<file path="src/rtl/rxq_pkg.sv">
package rxq_pkg;
   typedef enum logic [1:0] {
      ST_IDLE = 2'd0,
      ST_PEND = 2'd1,
      ST_HOLD = 2'd2
   } rxq_state_e;
endpackage

</file>
<file path="src/rtl/rxq_store.sv">
module rxq_store #(
   parameter int DEPTH      = 256,
   parameter int WORD_BYTES = 4,
   parameter bit BIG_END    = 1'b0
) (
   input  logic                        clk,
   input  logic                        rst,
   input  logic                        push,
   input  logic [7:0]                  push_byte,
   input  logic                        pop,
   output logic [8*WORD_BYTES-1:0]     word,
   output logic                        full,
   output logic                        empty,
   output logic [$clog2(DEPTH+1)-1:0]  level
);
   localparam int AW = $clog2(DEPTH);
   localparam int LW = $clog2(DEPTH+1);

   generate
      if ((DEPTH & (DEPTH - 1)) != 0) begin : g_bad_depth
         $error("rxq_store: DEPTH must be a power of two");
      end
      if ((DEPTH % WORD_BYTES) != 0) begin : g_bad_word
         $error("rxq_store: DEPTH must be a multiple of WORD_BYTES");
      end
   endgenerate

   logic [7:0]    mem [DEPTH];
   logic [AW-1:0] wptr;
   logic [AW-1:0] rptr;
   logic [LW-1:0] cnt_q;
   logic          push_ok;
   logic          pop_ok;

   assign full    = (cnt_q == LW'(DEPTH));
   assign empty   = (cnt_q == '0);
   assign level   = cnt_q;
   assign push_ok = push && !full;
   assign pop_ok  = pop && (cnt_q >= LW'(WORD_BYTES));

   always_ff @(posedge clk) begin
      if (rst) begin
         wptr  <= '0;
         rptr  <= '0;
         cnt_q <= '0;
      end else begin
         if (push_ok) wptr <= wptr + AW'(1);
         if (pop_ok)  rptr <= rptr + AW'(WORD_BYTES);
         cnt_q <= cnt_q + LW'(push_ok) - (pop_ok ? LW'(WORD_BYTES) : LW'(0));
      end
   end

   always_ff @(posedge clk) begin
      if (push_ok) mem[wptr] <= push_byte;
   end

   generate
      for (genvar i = 0; i < WORD_BYTES; i++) begin : g_lane
         logic [AW-1:0] idx;
         assign idx = rptr + AW'(i);
         if (BIG_END) begin : g_be
            assign word[(WORD_BYTES-1-i)*8 +: 8] = mem[idx];
         end else begin : g_le
            assign word[i*8 +: 8] = mem[idx];
         end
      end
   endgenerate


   no_overflow_chk: assert property (@(posedge clk) disable iff (rst)
      cnt_q <= LW'(DEPTH));


   short_pop_chk: assert property (@(posedge clk) disable iff (rst)
      (pop && !push && cnt_q < LW'(WORD_BYTES)) |=> (cnt_q == $past(cnt_q)));
endmodule

</file>
<file path="src/rtl/rxq_reqfsm.sv">
module rxq_reqfsm
   import rxq_pkg::*;
#(
   parameter int THR_LO = 32,
   parameter int THR_HI = 64
) (
   input  logic clk,
   input  logic rst,
   input  logic cap,
   input  logic thr_sel,
   input  logic done,
   input  logic irq_clr,
   output logic stall,
   output logic xfer_req,
   output logic req_pend,
   output logic irq_flag
);
   localparam int CW = $clog2(THR_HI + 1);

   generate
      if (THR_LO < 2 || THR_HI < THR_LO) begin : g_bad_thr
         $error("rxq_reqfsm: need 2 <= THR_LO <= THR_HI");
      end
   endgenerate

   rxq_state_e  state, state_d;
   logic [CW:0] cnt, cnt_d;
   logic [CW:0] cnt_inc;
   logic [CW:0] thr;
   logic        hit;
   logic        req_d;

   assign thr     = thr_sel ? (CW+1)'(THR_HI) : (CW+1)'(THR_LO);
   assign cnt_inc = cnt + (CW+1)'(1);
   assign hit     = cap && (cnt_inc >= thr);

   always_comb begin
      state_d = state;
      cnt_d   = cap ? cnt_inc : cnt;
      req_d   = 1'b0;
      unique case (state)
         ST_IDLE: begin
            if (hit) begin
               cnt_d   = '0;
               req_d   = 1'b1;
               state_d = ST_PEND;
            end
         end
         ST_PEND: begin
            if (done && hit) begin
               cnt_d = '0;
               req_d = 1'b1;
            end else if (done) begin
               state_d = ST_IDLE;
            end else if (hit) begin
               cnt_d   = thr;
               state_d = ST_HOLD;
            end
         end
         ST_HOLD: begin
            cnt_d = cnt;
            if (done) begin
               cnt_d   = '0;
               req_d   = 1'b1;
               state_d = ST_PEND;
            end
         end
         default: state_d = ST_IDLE;
      endcase
   end

   always_ff @(posedge clk) begin
      if (rst) begin
         state    <= ST_IDLE;
         cnt      <= '0;
         xfer_req <= 1'b0;
         irq_flag <= 1'b0;
      end else begin
         state    <= state_d;
         cnt      <= cnt_d;
         xfer_req <= req_d;
         if (req_d)        irq_flag <= 1'b1;
         else if (irq_clr) irq_flag <= 1'b0;
      end
   end

   assign stall    = (state == ST_HOLD);
   assign req_pend = (state != ST_IDLE);


   req_pulse_chk: assert property (@(posedge clk) disable iff (rst)
      xfer_req |=> !xfer_req);


   irq_set_chk: assert property (@(posedge clk) disable iff (rst)
      xfer_req |-> irq_flag);


   hold_freeze_chk: assert property (@(posedge clk) disable iff (rst)
      (state == ST_HOLD && !done) |=> (state == ST_HOLD && $stable(cnt)));


   idle_done_chk: assert property (@(posedge clk) disable iff (rst)
      (state == ST_IDLE && done && !cap) |=> (state == ST_IDLE && !xfer_req));


   cnt_bound_chk: assert property (@(posedge clk) disable iff (rst)
      cnt <= (CW+1)'(THR_HI));
endmodule

</file>
<file path="src/rtl/rxq_ctrl.sv">
module rxq_ctrl #(
   parameter int DEPTH      = 256,
   parameter int THR_LO     = 32,
   parameter int THR_HI     = 64,
   parameter int WORD_BYTES = 4,
   parameter bit BIG_END    = 1'b0
) (
   input  logic                        clk,
   input  logic                        rst,
   input  logic [7:0]                  in_byte,
   input  logic                        in_valid,
   output logic                        in_ready,
   input  logic                        thr_sel,
   output logic                        xfer_req,
   output logic                        req_pend,
   input  logic                        xfer_done,
   output logic                        irq_flag,
   input  logic                        irq_clr,
   input  logic                        rd_en,
   output logic [8*WORD_BYTES-1:0]     rd_word,
   output logic                        full,
   output logic                        empty,
   output logic [$clog2(DEPTH+1)-1:0]  level
);
   generate
      if (THR_HI > DEPTH) begin : g_bad_cfg
         $error("rxq_ctrl: threshold exceeds queue depth");
      end
   endgenerate

   logic stall;
   logic cap;

   assign in_ready = !full && !stall;
   assign cap      = in_valid && in_ready;

   rxq_store #(
      .DEPTH      (DEPTH),
      .WORD_BYTES (WORD_BYTES),
      .BIG_END    (BIG_END)
   ) u_store (
      .clk       (clk),
      .rst       (rst),
      .push      (cap),
      .push_byte (in_byte),
      .pop       (rd_en),
      .word      (rd_word),
      .full      (full),
      .empty     (empty),
      .level     (level)
   );

   rxq_reqfsm #(
      .THR_LO (THR_LO),
      .THR_HI (THR_HI)
   ) u_fsm (
      .clk      (clk),
      .rst      (rst),
      .cap      (cap),
      .thr_sel  (thr_sel),
      .done     (xfer_done),
      .irq_clr  (irq_clr),
      .stall    (stall),
      .xfer_req (xfer_req),
      .req_pend (req_pend),
      .irq_flag (irq_flag)
   );


   empty_full_chk: assert property (@(posedge clk) disable iff (rst)
      !(empty && full));
endmodule

</file>
<file path="config.mk">
export PLATFORM = sky130hd
export DESIGN_NAME = rxq_ctrl
export DESIGN_NICKNAME = d
export VERILOG_FILES = /design/src/rtl/rxq_pkg.sv /design/src/rtl/rxq_store.sv /design/src/rtl/rxq_reqfsm.sv /design/src/rtl/rxq_ctrl.sv
export SDC_FILE = /design/constraint.sdc
export NUM_CORES = 2
export LEC_CHECK = 0
export BUFFER_PORTS_ARGS = -buffer_cell sky130_fd_sc_hd__buf_2
export CAP_MARGIN = 20
export CORE_MARGIN = 2
export CORE_UTILIZATION = 36
export DETAILED_ROUTE_END_ITERATION = 7
export GPL_TIMING_DRIVEN = 0
export PLACE_DENSITY = 0.46
export SLEW_MARGIN = 20
export SYNTH_ARGS = -nofsm -noshare
export SYNTH_HDL_FRONTEND = slang
export SYNTH_SLANG_ARGS = --single-unit
</file>
<file path="constraint.sdc">
create_clock -name clk -period 3.55 [get_ports clk]
set_clock_uncertainty 0.1 [all_clocks]
set_input_delay 0.5325 -clock clk [delete_from_list [all_inputs] [get_ports clk]]
set_output_delay 0.5325 -clock clk [all_outputs]
set_load 0.05 [all_outputs]
</file>
Yosys cells after proc, flatten, opt, wreduce, memory -nomap -nowiden
Memories as Yosys holds them, arrays and structs flattened. A register that Yosys moved wholly into a read port is not among the register bits.
Cells that the tools add are included.
W data, S select, Z words.
{"block": "totals", "inputBits": 15, "register_bits": 37, "ram_bits": 2048, "mem_count": 1, "wordCells": 63, "out_inout_bits": 47}
{"memory": "u_store.mem", "words": 256, "word_bits": 8, "read_ports": 4, "rd_ports_with_merged_regs": 1, "wr": 1, "line": "rxq_store.sv:28", "rtl": "logic [7:0] mem [DEPTH];"}
{"block": "op_classes", "eq_ne": 7, "n_reduce_logical": 13, "mux": 25, "n_addsub": 8, "n_lt_le_gt_ge": 2}
{"op": "$mux W8", "count": 8}
{"op": "$add A8 B1 Y8 const B", "count": 3}
{"op": "$pmux W8 S3", "count": 1}
{"op": "$add A8 B2 Y8 const B", "count": 2}
{"op": "$mux W2", "count": 5}
{"op": "$add A9 B1 Y9", "count": 1}
{"op": "$eq A9 B9 Y1 const B", "count": 1}
{"op": "$ge A9 B3 Y1 const B", "count": 1}
{"op": "$logic_not A9 Y1", "count": 1}
{"op": "$sub A9 B9 Y9", "count": 1}
{"op": "$add A8 B3 Y8 const B", "count": 1}
{"op": "$ge A8 B8 Y1", "count": 1}
{"op": "$mux W1", "count": 7}
{"op": "$mux W7", "count": 1}
{"op": "$logic_and A1 B1 Y1", "count": 6}
{"op": "$pmux W2 S3", "count": 1}
{"op": "$ne A2 B2 Y1 const B", "count": 2}
{"op": "$reduce_and A4 Y1", "count": 1}
{"op": "$reduce_bool A2 Y1", "count": 2}
{"op": "$mux W3", "count": 1}
{"op": "$ne A3 B2 Y1 const B", "count": 1}
{"op": "$pmux W1 S3", "count": 1}
{"op": "$eq A2 B1 Y1 const B", "count": 1}
{"op": "$eq A2 B2 Y1 const B", "count": 1}
{"op": "other kinds (3)", "count": 4}

Logic depth before layout (Yosys ltp)
{"block": "logic_depth", "depth_word": 9, "depth_mapped": 15, "mapped_depth_nobuf": 14}

Cells and area by module
From an unflattened synthesis, not the netlist that was laid out.
{"block": "unflattened", "hier_cells": 3962, "area_unflattened_um2": 81446.9}
{"module": "rxq_store", "cells_each": 3863, "seq_area_each_um2": 62079.5, "area_per_inst_um2": 80627.3, "instances": 1}
{"module": "rxq_reqfsm", "cells_each": 97, "seq_area_each_um2": 240.2, "area_per_inst_um2": 803.3, "instances": 1}
{"module": "rxq_ctrl", "cells_each": 2, "seq_area_each_um2": 0.0, "area_per_inst_um2": 16.3, "instances": 1}

Worst setup path after synthesis
Ideal clock, no wire load.
{"block": "synth_path", "path_kind": "register -> register", "from": "reg u_store.cnt_q[3] (netlist: u_store.level[3])", "to": "reg u_store.cnt_q[8] (netlist: u_store.level[8])", "n_path_buf": 0, "stages_incl_launch_ff": 15, "required_ps": 3322, "slack_ps": 147, "period_less_slack_ps": 3403, "setup_ps": 128, "arrival_ps": 3175, "cell_sequence": "dfxtp_1 inv_1 ha_1 a21bo_2 a21oi_1 a21boi_1 inv_1 ha_1 ha_1 o21bai_1 a21oi_1 o31ai_1 o41ai_1 xnor2_1 nor2_1"}
{"block": "synth_via", "elab_chain_len": 7, "elab_cells_between_ends": 10, "classes_between": "add/sub: 2; order compare: 1; eq/ne: 1; mux: 1; reduce/logical: 5"}
{"element": "start, declared", "line": "rxq_store.sv:31", "rtl": "logic [LW-1:0] cnt_q;"}
{"element": "start signal, assigned", "line": "rxq_store.sv:49", "rtl": "cnt_q <= cnt_q + LW'(push_ok) - (pop_ok ? LW'(WORD_BYTES) : LW'(0));"}
{"element": "$eq A9 B9 Y1", "line": "rxq_store.sv:35", "rtl": "assign full = (cnt_q == LW'(DEPTH));"}
{"element": "$logic_not A1 Y1", "line": "rxq_store.sv:38, rxq_ctrl.sv:34"}
{"element": "$logic_and A1 B1 Y1", "line": "rxq_ctrl.sv:34", "rtl": "assign in_ready = !full && !stall;"}
{"element": "$logic_and A1 B1 Y1", "line": "rxq_ctrl.sv:35", "rtl": "assign cap = in_valid && in_ready;"}
{"element": "$logic_and A1 B1 Y1", "line": "rxq_store.sv:38", "rtl": "assign push_ok = push && !full;"}
{"element": "$add A9 B1 Y9", "line": "rxq_store.sv:49"}
{"element": "$sub A9 B9 Y9 (*)", "line": "rxq_store.sv:49"}
Mark *: on every way between the ends. The rest lies on a longest branch, timed or not.
A chain may end at the register's enable or synchronous reset.

Final worst setup path
{"block": "layout_path", "from": "reg u_store.rptr[2]", "to": "out rd_word[12]"}
{"block": "layout_via", "elab_chain_len": 2}
{"element": "start, declared", "line": "rxq_store.sv:30", "rtl": "logic [AW-1:0] rptr;"}
{"element": "start signal, assigned", "line": "rxq_store.sv:48", "rtl": "if (pop_ok) rptr <= rptr + AW'(WORD_BYTES);"}
{"element": "$add A8 B1 Y8", "line": "rxq_store.sv:60", "rtl": "assign idx = rptr + AW'(i);"}
{"element": "$mem_v2 Z256 W8"}
{"element": "end, declared", "line": "rxq_ctrl.sv:20", "rtl": "output logic [8*WORD_BYTES-1:0] rd_word,"}
No other way between the ends.

==> run metrics <==
Clock Sinks=2089; Leak=29.75 nW; Synth Area in Adders=0.004013; f_max=229.8 MHz; first-pass iteration count of the detailed router=5; largest net degree at the start of global routing=117; Slew headroom=0.07604; Clock Latency Late Sink=860 ps; Slew @ Worst Pin=1386 ps; # IOs=62; global-route wire length before repair=364.3 mm; share of layout cells above drive strength 1=0.3733; drt total wl=267.2 mm; GRT Overall Usage=0.2317; Synth Area in XOR/XNOR=0.002377; EDFF count, synth=2048; CTS Buf Count=222; Initial Utilization=0.3612; Yosys reg bits=2089; max-slew violations=0; CP arrival=3720 ps; path depth of the worst reg2reg path=10; post-synthesis async set-or-reset flop share=0; CTS tree=yes; DR vias=42280; clk slew on worst S/H paths=60 ps; Max Cap Violations=0; crit path kind=flop to output port; Netlist cell types=67; Final Setup Violations=32; total power=66.60 mW; Place WS=-1665 ps; Die Wd=478.6 microns; worst hold stages=1; clock buffer depth=3; prevailing post-synth register cell=edfxtp_1; post-route ant nets=0; Crit Path Max Fanout=7; Seq/Total Area, Yosys=0.7687; GP Congestion=0.8753; post-synthesis cell area=81070 sq um; vias per cell=5.684; HP Class=input pin to flop; Gate Count Post-Synth=3840; # nets final=4302; FP Rows=174; Max rail drop VDD=0.5178 mV; Clock Tree Root=clkbuf_16; Period minus WS final=4352 ps; antenna violations before repair=6; final routed DRC violation total=0; multiplexer share of the synthesized area=0.1506; Required @ worst endpoint=2920 ps; Avg Synthesized Cell Area=21.11 sq um; DIE HEIGHT=478.6 microns; post-route clock period utilization=1.226; Fillers=19180; port bufs=61; crit end category=output port; area of the multi-input gates=20780 sq um; power density over the cells=673.0 nW/um^2; syn nets=3881; final hold vios=0; outcome=complete, but fails checks; Synth-to-Final Area Change=22.06%; Avg WL per Cell=35.92 microns; Seq. cell area=62330 sq um; Syn. warnings=0; DP HPWL=176.5 mm; CP startpoint kind=flop; DRT iter0 DRCs=4667; final std cells w/o fill=7438; Synth Area in Compound Gates=0.02886; post-placement cell count=6913; H-tree levels=4; Overflow after GRT=0; setup ws final=-802.1 ps; post-synthesis simple-gate area fraction=0.02962; RSZ-0062 raised after global routing=true; largest family of logic cells by synthesized area=multiplexers; die area=229000 sq um; vias in the first global route=42300; failing checks=setup timing; core outline area=224500 sq um
## cells in the final DEF (no fill, tap or decap), types with 20 or more instances in the layout
| cell type | n |
|---|---|
| nor2_2 | 53 |
| clkinv_1 | 60 |
| buf_16 | 47 |
| a22oi_1 | 33 |
| dfxtp_1 | 35 |
| a22o_1 | 25 |
| buf_12 | 52 |
| clkbuf_1 | 73 |
| o21ai_0 | 22 |
| inv_1 | 20 |
| mux4_2 | 506 |
| buf_8 | 30 |
| buf_4 | 89 |
| edfxtp_1 | 2048 |
| nand2_1 | 41 |
| clkinv_2 | 40 |
| nor2b_1 | 21 |
| nor2_4 | 138 |
| clkbuf_2 | 28 |
| nor2_1 | 143 |
| clkbuf_16 | 225 |
| nand3_1 | 20 |
| ha_1 | 26 |
| buf_2 | 35 |
| a22oi_2 | 45 |
| mux2i_1 | 47 |
| buf_6 | 70 |
| clkbuf_4 | 20 |
## state kept, by name (all words and copies together) (netlist names), named ones only
| name | count |
|---|---|
| u_fsm.cnt | 8 |
| u_fsm.irq_flag | 1 |
| u_fsm.state | 2 |
| u_fsm.xfer_req | 1 |
| u_store.level | 9 |
| u_store.mem | 2048 |
| u_store.rptr | 6 |
| u_store.wptr | 8 |
## final timing paths
check / start / end / slack (ps)
worst max-delay path: u_store.rptr[2]$_SDFFE_PP0P_ / rd_word[12] / -800
worst min-delay path: in_byte[4] / u_store.mem[251][4]$_DFFE_PP_ / 80
worst max register to register: u_store.level[6]$_SDFF_PP0_ / u_store.mem[32][4]$_DFFE_PP_ / 60
worst min register to register: u_fsm.irq_flag$_SDFFE_PP0P_ / u_fsm.irq_flag$_SDFFE_PP0P_ / 400
## synthesized netlist by cell type (all sizes together) (6+ instances only)
cell type  number  share of area
a211o          12         0.0013
a211oi         11         0.0010
a21oi          35         0.0022
a221oi         35         0.0039
a22o           27         0.0029
a22oi          78         0.0072
and2            7        0.00054
and4            6        0.00065
buf           141          0.011
clkbuf         87         0.0040
dfxtp          41          0.010
edfxtp       2048           0.76
ha             26         0.0040
inv            21        0.00097
mux2           12         0.0017
mux2i          67         0.0083
mux4          506           0.14
nand2          49         0.0023
nand2b          8        0.00062
nand3          40         0.0025
nand4          10        0.00077
nor2          334          0.015
nor2b          24         0.0019
nor3           44         0.0027
o21ai          50         0.0031
o221ai         19         0.0021
o22ai          25         0.0019
o32ai           8        0.00086
xnor2          12         0.0013
xor2           10         0.0011
## logic make-up after synthesis
group	Yosys count
and+or+nand+nor	545
buffers and inverters	249
xor gates and xnor gates	22
muxes	585
DFF	2089
AOI/OAI and AO/OA	324
adders and majority gates	26
## power by group
group,switching (mW),internal (mW),total [mW]
Sequential,0.0787,27.2,27.2
Clock,9.93,12.2,22.1
Combinational,9.51,7.75,17.3
## per-stage QoR
stage | util | TNS (ps) | area, sq um | hold WS [ps]
after CTS | 0.4361 | -22150 | 97900 | 51.01
after detailed placement | 0.3822 | -895090 | 85780 | 381.1
after global routing | 0.4409 | -21270 | 98960 | 82.41
after global placement | 0.3792 | -4446370 | 85120 | 383.4
final | 0.4409 | -19110 | 98960 | 77.25
after floorplan | - | 0 | 81070 | 409.8
## repair_timing
| action | CTS | global route |
|---|---|---|
| hold buffers | 10 | 0 |
| pin swaps | 88 | 58 |
| gates cloned | 9 | 2 |
| hold endpoints to repair | 265 | 0 |
| endpoints found under the setup margin | 1918 | 695 |
| resized for setup | 1067 | 150 |
| buffers inserted | 69 | 34 |
## per-layer routing
layer,track usage,vias up,part of all wire
met5,0,-,0.000026
met4,0.06439,2,0.029
met3,0.04103,368,0.066
met2,0.3600,1605,0.47
met1,0.3365,23310,0.44
li1,-,16990,-
## final cells by class
type	instances	area share
flip-flops and latches	2089	0.6298
multi-input cells	1502	0.2100
clock buffers	275	0.05835
well taps	2992	0.03783
repair buffers	202	0.02699
plain buffers	223	0.02579
clock inverters	130	0.01027
inverters	21	0.0007965
diodes	4	0.0001011
## critical path, cell delays in order, from the launching register on
cell and delay [ps]:
dfxtp_2 360, buf_12 150, buf_12 130, buf_12 120, buf_16 170, mux4_2 600, a22o_1 250, a221oi_2 230
nor3_2 90, a31oi_4 270, o221ai_4 200, buf_6 220
No activity file was read; power rests on OpenSTA's default activity.
